$ cat config.mk
export PLATFORM = sky130hd
export DESIGN_NAME = irq_toggle_ctrl
export DESIGN_NICKNAME = d
export VERILOG_FILES = /design/src/rtl/irq_ctrl_pkg.sv /design/src/rtl/irq_reg_port.sv /design/src/rtl/irq_status_bank.sv /design/src/rtl/irq_mask_regs.sv /design/src/rtl/irq_out_gate.sv /design/src/rtl/irq_toggle_ctrl.sv
export SDC_FILE = /design/constraint.sdc
export NUM_CORES = 1
export LEC_CHECK = 0
export BUFFER_PORTS_ARGS = -buffer_cell sky130_fd_sc_hd__buf_2
export CELL_PAD_IN_SITES_DETAIL_PLACEMENT = 0
export CELL_PAD_IN_SITES_GLOBAL_PLACEMENT = 2
export CORE_MARGIN = 2
export CORE_UTILIZATION = 37
export CTS_CLUSTER_DIAMETER = 120
export DETAILED_ROUTE_END_ITERATION = 16
export PLACE_DENSITY_LB_ADDON = 0.1
export SYNTH_ARGS = -nofsm -noshare
export SYNTH_HDL_FRONTEND = slang
export SYNTH_SLANG_ARGS = --single-unit
$ cat constraint.sdc
create_clock -name clk -period 3.9 [get_ports clk]
set_input_delay 0 -clock clk [delete_from_list [all_inputs] [get_ports clk]]
set_output_delay 0 -clock clk [all_outputs]
set_load 0.01 [all_outputs]
$ cat src/rtl/irq_ctrl_pkg.sv
package irq_ctrl_pkg;
  localparam int unsigned DATA_W = 32;

  localparam logic [31:0] OFF_GIE    = 32'h1C;
  localparam logic [31:0] OFF_STATUS = 32'h20;
  localparam logic [31:0] OFF_ENABLE = 32'h28;

  localparam int unsigned BIT_RX_NE    = 8;
  localparam int unsigned BIT_RX_FULL  = 4;
  localparam int unsigned BIT_RX_OVR   = 5;
  localparam int unsigned BIT_TX_EMPTY = 2;
  localparam int unsigned BIT_TX_UNDR  = 3;
  localparam int unsigned BIT_TX_HALF  = 6;
  localparam int unsigned BIT_GIE      = DATA_W - 1;

  typedef logic [DATA_W-1:0] word_t;

  // Places each event input on its status bit position.
  function automatic word_t pack_events(input logic rx_ne, input logic rx_full,
                                        input logic rx_ovr, input logic tx_empty,
                                        input logic tx_undr, input logic tx_half);
    word_t v;
    v = '0;
    v[BIT_RX_NE]    = rx_ne;
    v[BIT_RX_FULL]  = rx_full;
    v[BIT_RX_OVR]   = rx_ovr;
    v[BIT_TX_EMPTY] = tx_empty;
    v[BIT_TX_UNDR]  = tx_undr;
    v[BIT_TX_HALF]  = tx_half;
    return v;
  endfunction

  // Interrupt request before the output register.
  function automatic logic irq_pending(input word_t st, input word_t en, input logic gie);
    return gie && (|(st & en));
  endfunction
endpackage

$ cat src/rtl/irq_reg_port.sv
module irq_reg_port
  import irq_ctrl_pkg::*;
#(
  parameter int unsigned ADDR_W = 8
) (
  input  logic              wr_i,
  input  logic [ADDR_W-1:0] addr_i,
  input  word_t             status_i,
  input  word_t             enable_i,
  input  logic              gie_i,
  output logic              wr_status_o,
  output logic              wr_enable_o,
  output logic              wr_gie_o,
  output word_t             rdata_o
);
  localparam int unsigned WORD_W = ADDR_W - 2;

  logic              aligned;
  logic [WORD_W-1:0] word_idx;
  logic              hit_status, hit_enable, hit_gie;

  assign aligned    = (addr_i[1:0] == 2'b00);
  assign word_idx   = addr_i[ADDR_W-1:2];
  assign hit_status = aligned && (word_idx == OFF_STATUS[ADDR_W-1:2]);
  assign hit_enable = aligned && (word_idx == OFF_ENABLE[ADDR_W-1:2]);
  assign hit_gie    = aligned && (word_idx == OFF_GIE[ADDR_W-1:2]);

  assign wr_status_o = wr_i && hit_status;
  assign wr_enable_o = wr_i && hit_enable;
  assign wr_gie_o    = wr_i && hit_gie;

  always_comb begin
    rdata_o = '0;
    if (hit_status) rdata_o = status_i;
    if (hit_enable) rdata_o = enable_i;
    if (hit_gie)    rdata_o[BIT_GIE] = gie_i;
  end

  // one address never selects two registers
  always_comb begin
    p_one_target_r9: assert ($onehot0({hit_status, hit_enable, hit_gie}));
  end
endmodule

$ cat src/rtl/irq_status_bank.sv
module irq_status_bank
  import irq_ctrl_pkg::*;
(
  input  logic  clk,
  input  logic  rst_n,
  input  logic  wr_i,
  input  word_t wdata_i,
  input  word_t ev_i,
  output word_t status_o
);
  word_t st_q;

  for (genvar k = 0; k < DATA_W; k++) begin : g_bit
    always_ff @(posedge clk or negedge rst_n) begin
      if (!rst_n)        st_q[k] <= 1'b0;
      else if (ev_i[k])  st_q[k] <= 1'b1;
      else if (wr_i)     st_q[k] <= st_q[k] ^ wdata_i[k];
    end
  end

  assign status_o = st_q;

  p_event_sets_r5: assert property (@(posedge clk) disable iff (!rst_n)
    (|ev_i) |=> ((st_q & $past(ev_i)) == $past(ev_i)));

  p_xor_write_r2: assert property (@(posedge clk) disable iff (!rst_n)
    (wr_i && ev_i == '0) |=> (st_q == ($past(st_q) ^ $past(wdata_i))));

  p_event_wins_r7: assert property (@(posedge clk) disable iff (!rst_n)
    (wr_i && (|(ev_i & wdata_i))) |=> ((st_q & $past(ev_i)) == $past(ev_i)));

  p_hold_idle_r9: assert property (@(posedge clk) disable iff (!rst_n)
    (!wr_i && ev_i == '0) |=> $stable(st_q));
endmodule

$ cat src/rtl/irq_mask_regs.sv
module irq_mask_regs
  import irq_ctrl_pkg::*;
(
  input  logic  clk,
  input  logic  rst_n,
  input  logic  wr_enable_i,
  input  logic  wr_gie_i,
  input  word_t wdata_i,
  output word_t enable_o,
  output logic  gie_o
);
  word_t en_q;
  logic  gie_q;

  always_ff @(posedge clk or negedge rst_n) begin
    if (!rst_n) begin
      en_q  <= '0;
      gie_q <= 1'b0;
    end else begin
      if (wr_enable_i) en_q  <= wdata_i;
      if (wr_gie_i)    gie_q <= wdata_i[BIT_GIE];
    end
  end

  assign enable_o = en_q;
  assign gie_o    = gie_q;

  p_enable_hold_r3: assert property (@(posedge clk) disable iff (!rst_n)
    !wr_enable_i |=> $stable(en_q));

  p_gie_hold_r4: assert property (@(posedge clk) disable iff (!rst_n)
    !wr_gie_i |=> $stable(gie_q));
endmodule

$ cat src/rtl/irq_out_gate.sv
module irq_out_gate (
  input  logic clk,
  input  logic rst_n,
  input  logic pending_i,
  output logic irq_o
);
  logic irq_q;

  always_ff @(posedge clk or negedge rst_n) begin
    if (!rst_n) irq_q <= 1'b0;
    else        irq_q <= pending_i;
  end

  assign irq_o = irq_q;

  p_irq_latency_r8: assert property (@(posedge clk) disable iff (!rst_n)
    1'b1 |=> (irq_o == $past(pending_i)));
endmodule

$ cat src/rtl/irq_toggle_ctrl.sv
module irq_toggle_ctrl
  import irq_ctrl_pkg::*;
#(
  parameter int unsigned ADDR_W = 8
) (
  input  logic              clk,
  input  logic              rst_n,
  input  logic              reg_wr_i,
  input  logic [ADDR_W-1:0] reg_addr_i,
  input  logic [31:0]       reg_wdata_i,
  output logic [31:0]       reg_rdata_o,
  input  logic              rx_nonempty_i,
  input  logic              rx_full_i,
  input  logic              rx_overrun_i,
  input  logic              tx_empty_i,
  input  logic              tx_underrun_i,
  input  logic              tx_half_empty_i,
  output logic              irq_o
);
  word_t status_w, enable_w, ev_w;
  logic  gie_w, wr_status_w, wr_enable_w, wr_gie_w, pending_w;

  assign ev_w = pack_events(rx_nonempty_i, rx_full_i, rx_overrun_i,
                            tx_empty_i, tx_underrun_i, tx_half_empty_i);

  irq_reg_port #(.ADDR_W(ADDR_W)) u_port (
    .wr_i        (reg_wr_i),
    .addr_i      (reg_addr_i),
    .status_i    (status_w),
    .enable_i    (enable_w),
    .gie_i       (gie_w),
    .wr_status_o (wr_status_w),
    .wr_enable_o (wr_enable_w),
    .wr_gie_o    (wr_gie_w),
    .rdata_o     (reg_rdata_o)
  );

  irq_status_bank u_status (
    .clk      (clk),
    .rst_n    (rst_n),
    .wr_i     (wr_status_w),
    .wdata_i  (reg_wdata_i),
    .ev_i     (ev_w),
    .status_o (status_w)
  );

  irq_mask_regs u_mask (
    .clk         (clk),
    .rst_n       (rst_n),
    .wr_enable_i (wr_enable_w),
    .wr_gie_i    (wr_gie_w),
    .wdata_i     (reg_wdata_i),
    .enable_o    (enable_w),
    .gie_o       (gie_w)
  );

  assign pending_w = irq_pending(status_w, enable_w, gie_w);

  irq_out_gate u_gate (
    .clk       (clk),
    .rst_n     (rst_n),
    .pending_i (pending_w),
    .irq_o     (irq_o)
  );

  // a receive level that is high shows up in status on the next cycle
  p_rx_level_r6: assert property (@(posedge clk) disable iff (!rst_n)
    (rx_nonempty_i || rx_full_i) |=>
      ((!$past(rx_nonempty_i) || status_w[BIT_RX_NE]) &&
       (!$past(rx_full_i)     || status_w[BIT_RX_FULL])));
endmodule

[After elaboration in Yosys (flattened, before gate mapping)]
Index checks and enable logic that the tools add are counted.
Operators by class
  eq/ne operators: 3
  multiplexer cells: 15
  bitwise logic cells: 33
  reduce and logical (&&, ||, !) cells: 15
Operator list (number)
  two-way mux 32 bit: 2
  bitwise AND 32 bit: 1
  OR reduction 32 bit: 1
  XOR 1 bit: 32
  two-way mux 1 bit: 13
  equality test 6 x 4 -> 1 bit (second input constant): 2
  nonzero test 2 bit: 6
  logical AND 1 bit: 7
  equality test 6 x 3 -> 1 bit (second input constant): 1
  logical NOT 2 bit: 1
Storage, ports and cells
  bits in registers: 66
  bits of input ports: 49
  output and inout port bits: 33
  logic and storage cells: 101

[Depth between registers and ports, before layout]
Gate-level depths: netlist (run 1).
  word-level depth: 5
  mapped depth: 6
  mapped depth without buffers: 3

[Cells and area by module]
A second synthesis (run 1) with hierarchy kept.
Unflattened totals
  cell total of the unflattened synthesis: 310
  area total of the unflattened synthesis: 3768.6 um^2
Modules (own cells, without submodules)
  irq_status_bank: instances 1, cells each 135, area each 1585.3 um^2, sequential area each 800.8 um^2
  irq_mask_regs: instances 1, cells each 70, area each 1381.3 um^2, sequential area each 825.8 um^2
  irq_reg_port: instances 1, cells each 82, area each 611.8 um^2, sequential area each 0.0 um^2
  irq_toggle_ctrl: instances 1, cells each 22, area each 165.2 um^2, sequential area each 0.0 um^2
  irq_out_gate: instances 1, cells each 1, area each 25.0 um^2, sequential area each 25.0 um^2

[Least setup slack after synthesis (run 1)]
No wires, ideal clock.
  path type: input port to flip-flop
  start point: in reg_addr_i[7]
  end point: reg u_mask.en_q[21] (netlist: u_mask.enable_o[21])
  library setup time: 0.125 ns
  data arrival time: 1.533 ns
  required time: 3.775 ns
  path slack: 2.242 ns
  stages: 5
  buffers on the path: 2
  cells stage by stage: or4_4 -> buf_6 -> nor4_4 -> buf_6 -> mux2_2
Between the ends
  word-level cells in the longest chain between the ends: 3
Ends and longest elaborated chain
  from (decl): line irq_toggle_ctrl.sv:9  | input logic [ADDR_W-1:0] reg_addr_i,
  equality test 6 x 4 -> 1 bit: line irq_reg_port.sv:25  | assign hit_enable = aligned && (word_idx == OFF_ENABLE[ADDR_W-1:2]);
  logical AND 1 bit: line irq_reg_port.sv:25
  logical AND 1 bit: line irq_reg_port.sv:29  | assign wr_enable_o = wr_i && hit_enable;
  to (signal assigned): line irq_mask_regs.sv:20  | if (wr_enable_i) en_q <= wdata_i;
  to (decl): line irq_mask_regs.sv:12  | word_t en_q;
Every way passes these cells.
A chain may end at the register's enable or synchronous reset.

[Worst setup path in the final report (run 1)]
  start point: in reg_addr_i[7]
  end point: out reg_rdata_o[31]
Between the ends
  word-level cells in the longest chain between the ends: 5
  elaborated cells between the ends (all ways): 9
  classes of those cells: eq/ne: 3; mux: 3; reduce/logical: 3
Ends and longest elaborated chain
  equality test 6 x 4 -> 1 bit: line irq_reg_port.sv:24  | assign hit_status = aligned && (word_idx == OFF_STATUS[ADDR_W-1:2]);
  logical AND 1 bit: line irq_reg_port.sv:24
  two-way mux 32 bit: line irq_reg_port.sv:34  | if (hit_status) rdata_o = status_i;
  two-way mux 32 bit: line irq_reg_port.sv:35  | if (hit_enable) rdata_o = enable_i;
  two-way mux 1 bit (*): line irq_reg_port.sv:36  | if (hit_gie) rdata_o[BIT_GIE] = gie_i;
  to (decl): line irq_toggle_ctrl.sv:11  | output logic [31:0] reg_rdata_o,
Every way passes the cells marked *; elsewhere a longest branch is shown, timed or not.

==> flow_metrics.tcl, run 1 <==
set metrics [dict create \
    grt_pass1_wl_um 14400 \
    cts_made_buffers 9 \
    routed-via-count 2803 \
    drv_cap 0 \
    gr-usage-met1_pct 25.3 \
    core_area_sq_mm 0.00959 \
    timing.setup.tns_ps 0 \
    drc 0 \
    port_buffers 81 \
    grt_most_used_layer "met2" \
    place.gp.congestion 0.730 \
    async_reset_ff_share_pct 100 \
    status "finished clean" \
    h-tree-depth 3 \
    synth_cell_types 22 \
    syn_nets 375 \
    grt_setup_unrepaired "no" \
    areaGrowthSynthToFinish_pct 30.2 \
    avgSynthCellArea_sq_um 11.1 \
    clock_latency_ps 330 \
    rrSetupSlack_ps 2480 \
    dr.pass1.iters 4 \
    grtUsageTotal_pct 18.0 \
    arrival_ps 2090 \
    rows 36 \
    nets 485 \
    postSynthCellCount 326 \
    hp-start "reg_wr_i" \
    grt_start_max_net_pins 66 \
    irDropWorstVdd_v 0.000200 \
    yosysMostFrequentCell "dfrtp_1" \
    crit_fanout 36 \
    ant_nets 0 \
    final_core_util_pct 48.9 \
    netlist.area_leader.share_pct 45.8 \
    clockBufferDepth 2 \
    ys.flop_type "dfrtp_1" \
    slew_headroom_pct 36.3 \
    powerDensity_mw_per_mm2 349 \
    synth.cell_area_sq_mm 0.00361 \
    io_pins 82 \
    use_met2_pct 28.8 \
    setup_viol 0 \
    cts.sinks 66 \
    fin_crit_ps 2090 \
    cts_resized 0 \
    grt_use_met3_pct 2.44 \
    design_area_sq_mm 0.00470 \
    ys_top_cells_by_area "dfrtp_1 (46%), mux2i_1 (11%), mux2_2 (7.8%), xor2_1 (6.3%), nand2b_1 (5.6%)" \
    viasPerCell 4.88 \
    overflow 0 \
    end_kind "primary output" \
    ys_seq_elements 66 \
    tightest_slew_ps 956 \
    leakagePower_nw 2.33 \
    cts_tree "built" \
    yosys.area.top_type "dfrtp_1" \
    clk_pin_slew_ps 70 \
    wire_per_inst_um 16.0 \
    drt-total-wl_um 9180 \
    cp.required_ps 3900 \
    postPlaceCellArea_sq_mm 0.00405 \
    hold_depth 4 \
    hold_end "u_mask.gie_o$_DFFE_PN0P_" \
    die-area_sq_mm 0.0106 \
    root_buffer "clkbuf_8" \
    min_path_type "in -> reg" \
    dp.final_hpwl_um 5730 \
    critPathLaunchType "primary input" \
    maxSlewViolCount 0 \
    min_period_over_period_pct 53.7 \
    yosys_warnings 0 \
    antenna_cells 0 \
    first_iter_violations 74 \
    ff2ff_path_depth 3 \
    finalHoldViolCount 0 \
    die_h_um 103 \
    ys_seq_area_share_pct 45.8 \
    grt_pass1_vias 2784 \
    antenna_found_initial 0 \
    synth_edf_count 0 \
    r2r_end "u_gate.irq_o$_DFF_PN0_" \
    r2r-start "u_status.status_o[23]$_DFFE_PN0P_" \
    die_w_um 103 \
    initial_utilization_pct 37.6 \
    critPathKind "in -> out" \
    nFillCells 945 \
    finClkSkew_ps 5.51 \
    max_clock_freq_mhz 478 \
    synthTopCellsByCount "dfrtp_1 (66), mux2i_1 (38), nor2_1 (38)" \
    drive_above_1_share_pct 29.3 \
]
-- area by class of cell --
| type | count | area (sq um) | share of cell area (%) |
|---|---|---|---|
| inverters | 2 | 7.51 | 0.160 |
| flip-flops and latches | 66 | 1650 | 35.2 |
| clock buffers | 11 | 151 | 3.22 |
| clock inverters | 5 | 100 | 2.13 |
| repair buffers | 124 | 826 | 17.6 |
| multi-input cells | 233 | 1790 | 38.2 |
| well taps | 133 | 166 | 3.54 |
-- metal layers --
layer  part of all wire, %  vias to the layer above
li1                      -                     1372
met1                    49                     1366
met2                    47                       56
met3                   3.0                        9
met4                   1.0                        0
met5                     0                        -
-- how the worst max path moves through the flow --
| stage | from | endpoint | slack [ps] | cells after the start |
|---|---|---|---|---|
| 2_1_floorplan | reg_addr_i[7] | u_mask.enable_o[21]$_DFFE_PN0P_ | 2240 | 5 |
| 3_3_place_gp | reg_addr_i[7] | u_mask.enable_o[25]$_DFFE_PN0P_ | 1520 | 5 |
| 3_5_place_dp | reg_addr_i[7] | u_mask.enable_o[25]$_DFFE_PN0P_ | 1470 | 5 |
| 4_1_cts | reg_addr_i[7] | reg_rdata_o[31] | 1790 | 5 |
| 5_1_grt | reg_addr_i[7] | u_mask.enable_o[25]$_DFFE_PN0P_ | 1740 | 5 |
| 6_report | reg_addr_i[7] | reg_rdata_o[31] | 1810 | 5 |
-- registers in the layout, indices dropped and copies added (netlist names) --
register and flops:
u_mask.enable_o 32, u_status.status_o 32, u_gate.irq_o 1, u_mask.gie_o 1
-- what timing repair did --
| action | in CTS | in global routing |
|---|---|---|
| endpoints found under the setup margin | 0 | 0 |
| buffers inserted | 0 | 0 |
| endpoints found under the hold margin | 78 | 0 |
| hold buffers | 39 | 0 |
-- placed cells by master (no fill, tap or decap), types with 6 or more instances in the layout --
master         synthesis  layout
buf_2                  0      81
dfrtp_1               66      66
dlygate4sd3_1          0      39
mux2i_1               38      38
nor2_1                38      38
nand2b_1              32      32
nor4_1                32      32
xor2_1                26      26
mux2_2                25      25
a22oi_1               16      16
clkbuf_8               0      11
mux2_1                 8       8
nor2b_1                6       6
-- cells by family (layout without fill, tap and decap cells) --
| family | after synthesis | after routing | share of synthesized area (%) |
|---|---|---|---|
| simple gates | 118 | 118 | 18.7 |
| mux | 71 | 71 | 20.9 |
| flops | 66 | 66 | 45.8 |
| buf+inv | 27 | 142 | 4.48 |
| xor+xnor | 26 | 26 | 6.32 |
| compound gates | 18 | 18 | 3.89 |
-- stage by stage --
stage	setup slack [ps]	hold WS, ps	total power (W)	instances
2_1_floorplan	2240	-296	0.000830	326
3_3_place_gp	1520	202	0.000899	519
3_5_place_dp	1470	206	0.000901	519
4_1_cts	1790	99.7	0.00165	574
5_1_grt	1740	125	0.00170	574
6_report	1810	110	0.00164	574
-- where the power goes --
group	total, W	internal (W)	switching, W
logic	0.000175	0.0000902	0.0000844
registers	0.000740	0.000714	0.0000257
clock network	0.000722	0.000458	0.000264
total	0.00164	0.00126	0.000374
-- worst max-delay path: stages --
cell,delay [ps]
buf_2,90
or4_4,770
or4b_4,790
o2bb2ai_1,250
buf_2,160
(Power assumes the default switching activity.)
==> inputs of run 2 (changes only) <==
--- a/config.mk
+++ b/config.mk
@@ -9,7 +9,7 @@
 export CELL_PAD_IN_SITES_DETAIL_PLACEMENT = 0
 export CELL_PAD_IN_SITES_GLOBAL_PLACEMENT = 2
 export CORE_MARGIN = 2
-export CORE_UTILIZATION = 37
+export CORE_UTILIZATION = 34
 export CTS_CLUSTER_DIAMETER = 120
 export DETAILED_ROUTE_END_ITERATION = 16
 export PLACE_DENSITY_LB_ADDON = 0.1
==> constraint.sdc (replaced) <==
create_clock -name clk -period 2.1 [get_ports clk]
set_input_delay 0 -clock clk [delete_from_list [all_inputs] [get_ports clk]]
set_output_delay 0 -clock clk [all_outputs]
set_load 0.01 [all_outputs]
==> run 2 against run 1 <==
Flip-flop and latch count did not move. Clock skew rose by 3.2 ps. Die area rose by 8.5%. Critical path type unchanged. Largest power group unchanged.
==> flow_metrics.tcl, run 2 (synthesized netlist as in run 1, its figures left out) <==
set metrics [dict create \
    port_buffers 81 \
    cts_made_buffers 9 \
    die_h_um 107 \
    clk_pin_slew_ps 70 \
    power_w 0.00278 \
    die-area_sq_mm 0.0114 \
    irDropWorstVdd_v 0.000251 \
    setup_viol 0 \
    cp.depth 5 \
    cp.required_ps 2100 \
    drv_cap 0 \
    leakagePower_nw 2.33 \
    nets 489 \
    grt_start_max_net_pins 66 \
    dp.final_hpwl_um 6210 \
    h-tree-depth 3 \
    postCtsSetupBuffers 0 \
    grt_pass1_vias 2970 \
    hold_depth 4 \
    core_area_sq_mm 0.0103 \
    nFillCells 1016 \
    clockBufferDepth 2 \
    multi_input_area_sq_mm 0.00179 \
    ant_nets 0 \
    crit_chain "buf_2 -> or4_4 -> or4b_4 -> o2bb2ai_1 -> buf_2" \
    min_period_over_period_pct 83.4 \
    min_path_type "in -> reg" \
    antenna_found_initial 0 \
    initial_utilization_pct 34.9 \
    die_w_um 107 \
    antenna_cells 0 \
    drive_above_1_share_pct 29.7 \
    critPathSlowestCell "or4b_4" \
    place.gp.congestion 0.727 \
    routed-via-count 2876 \
    finClkSkew_ps 8.71 \
    path_common_cell "buf_2" \
    crit_family "simple AND/OR/NAND/NOR gates" \
    overflow 0 \
    crit_fanout 32 \
    clock_latency_ps 330 \
    cpPeakStageDelay_ps 720 \
    critPathLaunchType "primary input" \
    status "finished clean" \
    drc 0 \
    end_kind "primary output" \
    postPlaceCellArea_sq_mm 0.00413 \
    timing.setup.tns_ps 0 \
    whs_ps 116 \
    io_pins 82 \
    wire_per_inst_um 16.8 \
    ff2ff_path_depth 3 \
    final_common_cell "buf_2" \
    fin_crit_ps 1750 \
    drt-total-wl_um 9760 \
    critPathKind "in -> out" \
    powerDensity_mw_per_mm2 591 \
    grt_pass1_wl_um 15700 \
    max_clock_freq_mhz 571 \
    arrival_ps 1750 \
    cts.sinks 66 \
    tightest_slew_ps 569 \
    root_buffer "clkbuf_8" \
    grt_setup_unrepaired "no" \
    grtUsageTotal_pct 17.9 \
    design_area_sq_mm 0.00471 \
    dr.pass1.iters 4 \
    maxSlewViolCount 0 \
    mostFrequentLayoutCells "buf_2 (81), dfrtp_1 (66), dlygate4sd3_1 (39)" \
    rows 37 \
    slew_headroom_pct 62.0 \
    first_iter_violations 105 \
    cts_tree "built" \
    viasPerCell 4.96 \
    path_buf_inv 2 \
    areaGrowthSynthToFinish_pct 30.6 \
    finalHoldViolCount 0 \
    seqCellArea_sq_mm 0.00165 \
]
-- run 2: cell types whose count changed in the layout (fill, tap and decap cells not counted) --
cell and change:
clkbuf_8 -1, buf_4 +1, buf_12 +3, clkinvlp_4 +2, bufinv_16 -2
-- run 2: cell type report --
type                       instances  share of cell area [%]
tap                              136                    3.61
clock inverter                     5                    1.17
multi-input combinational        233                    38.1
timing repair buffer             128                    19.0
clock buffer                      10                    2.92
sequential                        66                    35.1
inverter                           2                   0.159
-- run 2: metrics by stage --
step,worst slack [ps],std cells,util [%]
detailed placement,313,526,40.0
global placement,331,526,40.0
global route,262,580,45.6
finish,349,580,45.6
floorplan,442,326,-
CTS,312,580,45.6
-- run 2: worst reg2reg max path, delay by kind of cell (launching register included) --
family | cells | cell delay (ps)
AOI/OAI and AO/OA | 2 | 700
DFF | 1 | 420
and+or+nand+nor | 1 | 190
-- run 2: per-layer routing --
layer / vias up / share of wire (%) / track usage [%]
li1: 1388 / - / -
met1: 1418 / 50 / 24.8
met2: 58 / 46 / 28.8
met3: 12 / 3.2 / 2.80
met4: 0 / 1.2 / 5.75
met5: - / 0 / 0
-- run 2: what timing repair did --
item	in CTS	in global routing
hold buffers	39	0
gates resized for setup	0	0
endpoints found under the hold margin	61	0
-- run 2: worst paths after layout --
path | start | to | slack [ps]
worst max-delay path | reg_addr_i[7] | reg_rdata_o[31] | 350
worst min-delay path | reg_wr_i | u_mask.gie_o$_DFFE_PN0P_ | 120
worst max register to register | u_status.status_o[23]$_DFFE_PN0P_ | u_gate.irq_o$_DFF_PN0_ | 680
worst min register to register | u_status.status_o[12]$_DFFE_PN0P_ | u_status.status_o[12]$_DFFE_PN0P_ | 490
max in group asynchronous | rst_n | u_gate.irq_o$_DFF_PN0_ | 1250
min in group asynchronous | rst_n | u_mask.enable_o[15]$_DFFE_PN0P_ | 190
-- run 2: report_power, final --
group / internal, W / switching, W
logic: 0.000174 / 0.000163
clock network: 0.000570 / 0.000501
registers: 0.00133 / 0.0000487
==> inputs of run 3 (changes only) <==
--- a/config.mk
+++ b/config.mk
@@ -9,7 +9,7 @@
 export CELL_PAD_IN_SITES_DETAIL_PLACEMENT = 0
 export CELL_PAD_IN_SITES_GLOBAL_PLACEMENT = 2
 export CORE_MARGIN = 2
-export CORE_UTILIZATION = 34
+export CORE_UTILIZATION = 31
 export CTS_CLUSTER_DIAMETER = 120
 export DETAILED_ROUTE_END_ITERATION = 16
 export PLACE_DENSITY_LB_ADDON = 0.1
==> constraint.sdc (replaced) <==
create_clock -name clk -period 1.51 [get_ports clk]
set_input_delay 0 -clock clk [delete_from_list [all_inputs] [get_ports clk]]
set_output_delay 0 -clock clk [all_outputs]
set_load 0.01 [all_outputs]
==> run 3 against run 2 <==
The run now ends with negative setup slack left. Design area increased by 13%. Setup slack got worse by 490 ps. Register-to-register slack lost 600 ps. Cell count increased by 3.8%. Via count increased by 2.1%. Clock skew shrank 1.7 ps. Combinational power is 56% higher. Wire length is 3.8% higher. Critical endpoint is now reg_rdata_o[20].
==> flow_metrics.tcl, run 3 (synthesized netlist as in run 1, its figures left out) <==
set metrics [dict create \
    p_int_w 0.00352 \
    dp.final_hpwl_um 6790 \
    clock_latency_ps 330 \
    drv_cap 0 \
    irDropWorstVdd_v 0.000394 \
    cpPeakStageDelay_ps 610 \
    critPathLaunchType "primary input" \
    power_w 0.00462 \
    end_kind "primary output" \
    dr.pass1.iters 4 \
    nets 503 \
    routed-via-count 2937 \
    tightest_slew_ps 554 \
    die-area_sq_mm 0.0125 \
    slew_headroom_pct 63.0 \
    cts_tree "built" \
    finalNonFillerCells 602 \
    finalHoldViolCount 0 \
    clockBufferDepth 2 \
    pwr-share-seq_pct 41.5 \
    r2r_end "u_gate.irq_o$_DFF_PN0_" \
    io_pins 82 \
    rrSetupSlack_ps 80 \
    clk_pin_slew_ps 50 \
    grt_pass1_vias 3063 \
    finClkSkew_ps 7.04 \
    whs_ps 64.2 \
    cts.sinks 66 \
    die_w_um 112 \
    timing.setup.tns_ps -4020 \
    leakagePower_nw 2.50 \
    ff2ff_path_depth 3 \
    comb_power_share_pct 11.4 \
    status "finished, violations left" \
    crit_chain "buf_6 -> or4_4 -> or4b_4 -> buf_12 -> nor2_4 -> buf_6" \
    port_buffers 81 \
    grt_setup_unrepaired "yes" \
    crit_path_end "reg_rdata_o[20]" \
    critPathSlowestCell "or4b_4" \
    root_buffer "clkbuf_16" \
    antenna_cells 0 \
    max_clock_freq_mhz 605 \
    antenna_found_initial 0 \
    place.gp.congestion 0.731 \
    p_sw_w 0.00110 \
    p_clk_share_pct 47.1 \
    ant_nets 0 \
    setup_viol 32 \
    grtUsageTotal_pct 17.0 \
    postPlaceCellArea_sq_mm 0.00446 \
    mostFrequentLayoutCells "dfrtp_1 (66), buf_2 (62), dlygate4sd3_1 (39)" \
    powerDensity_mw_per_mm2 865 \
    min_period_over_period_pct 109 \
    maxSlewViolCount 0 \
    swShare_pct 23.7 \
    die_h_um 112 \
    h-tree-depth 3 \
    drc 0 \
    wire_per_inst_um 16.8 \
    violations "negative setup slack" \
    areaGrowthSynthToFinish_pct 48.0 \
    rows 39 \
    dp_cells 545 \
    overflow 0 \
    grt_pass1_wl_um 16500 \
    drt-total-wl_um 10100 \
    cp.required_ps 1510 \
    initial_utilization_pct 31.7 \
    core_area_sq_mm 0.0114 \
    min_path_type "in -> reg" \
    final_common_cell "dfrtp_1" \
    arrival_ps 1650 \
    viasPerCell 4.88 \
    fin_crit_ps 1650 \
    drive_above_1_share_pct 38.8 \
    path_common_cell "buf_6" \
    r2r-start "u_mask.enable_o[30]$_DFFE_PN0P_" \
    crit_start "reg_addr_i[7]" \
    design_area_sq_mm 0.00534 \
    grt_start_max_net_pins 34 \
    critPathKind "in -> out" \
    fin_ws_ps -142 \
    crit_fanout 12 \
    cts_made_buffers 9 \
    first_iter_violations 121 \
]
## run 3: critical path: cells and delay by family
kind                   cells  cell delay (ps)
buffers and inverters      3              410
AND/OR/NAND/NOR            3             1230
## run 3: metrics by stage
| step | util, % | worst slack, ps |
|---|---|---|
| after global placement | 39.2 | -218 |
| final | 46.9 | -142 |
| after global routing | 46.9 | -195 |
| after floorplan | - | -148 |
| after CTS | 46.7 | -165 |
| after detailed placement | 39.2 | -230 |
## run 3: per-layer routing
metal / part of all wire (%) / track usage (%) / routed length (um)
met1: 49 / 23.3 / 4960
met2: 47 / 27.1 / 4740
met5: 0 / 0 / 0
met4: 0.52 / 4.44 / 53
met3: 3.7 / 3.97 / 375
## run 3: repair_timing
item | in CTS | in global routing
resized for setup | 24 | 4
hold buffers | 39 | 0
pin swaps | 2 | 1
setup buffers | 1 | 1
endpoints found under the hold margin | 57 | 0
endpoints found under the setup margin | 32 | 64
## run 3: cell type report
| cell class | count | area, sq um |
|---|---|---|
| timing repair buffer | 142 | 1160 |
| tap | 143 | 179 |
| clock inverter | 4 | 48.8 |
| multi-input combinational | 233 | 2030 |
| fill | 1087 | 6030 |
| sequential | 66 | 1650 |
| clock buffer | 12 | 267 |
| inverter | 2 | 7.51 |
## run 3: worst min path at each step
| stage | from | endpoint | cells past startpoint |
|---|---|---|---|
| finish | reg_addr_i[2] | u_status.status_o[8]$_DFFE_PN0P_ | 3 |
| global route | reg_addr_i[2] | u_status.status_o[8]$_DFFE_PN0P_ | 3 |
| CTS | reg_addr_i[2] | u_status.status_o[8]$_DFFE_PN0P_ | 3 |
| detailed placement | rst_n | u_status.status_o[7]$_DFFE_PN0P_ | 1 |
| global placement | rst_n | u_status.status_o[7]$_DFFE_PN0P_ | 1 |
| floorplan | rst_n | u_gate.irq_o$_DFF_PN0_ | 0 |
## run 3: power groups by stage
stage | Sequential, W | Clock (W) | Combinational [W]
finish | 0.00191 | 0.00218 | 0.000526
global route | 0.00192 | 0.00232 | 0.000575
CTS | 0.00191 | 0.00223 | 0.000533
detailed placement | 0.00195 | 0 | 0.000450
global placement | 0.00194 | 0 | 0.000448
floorplan | 0.00193 | 0 | 0.000245
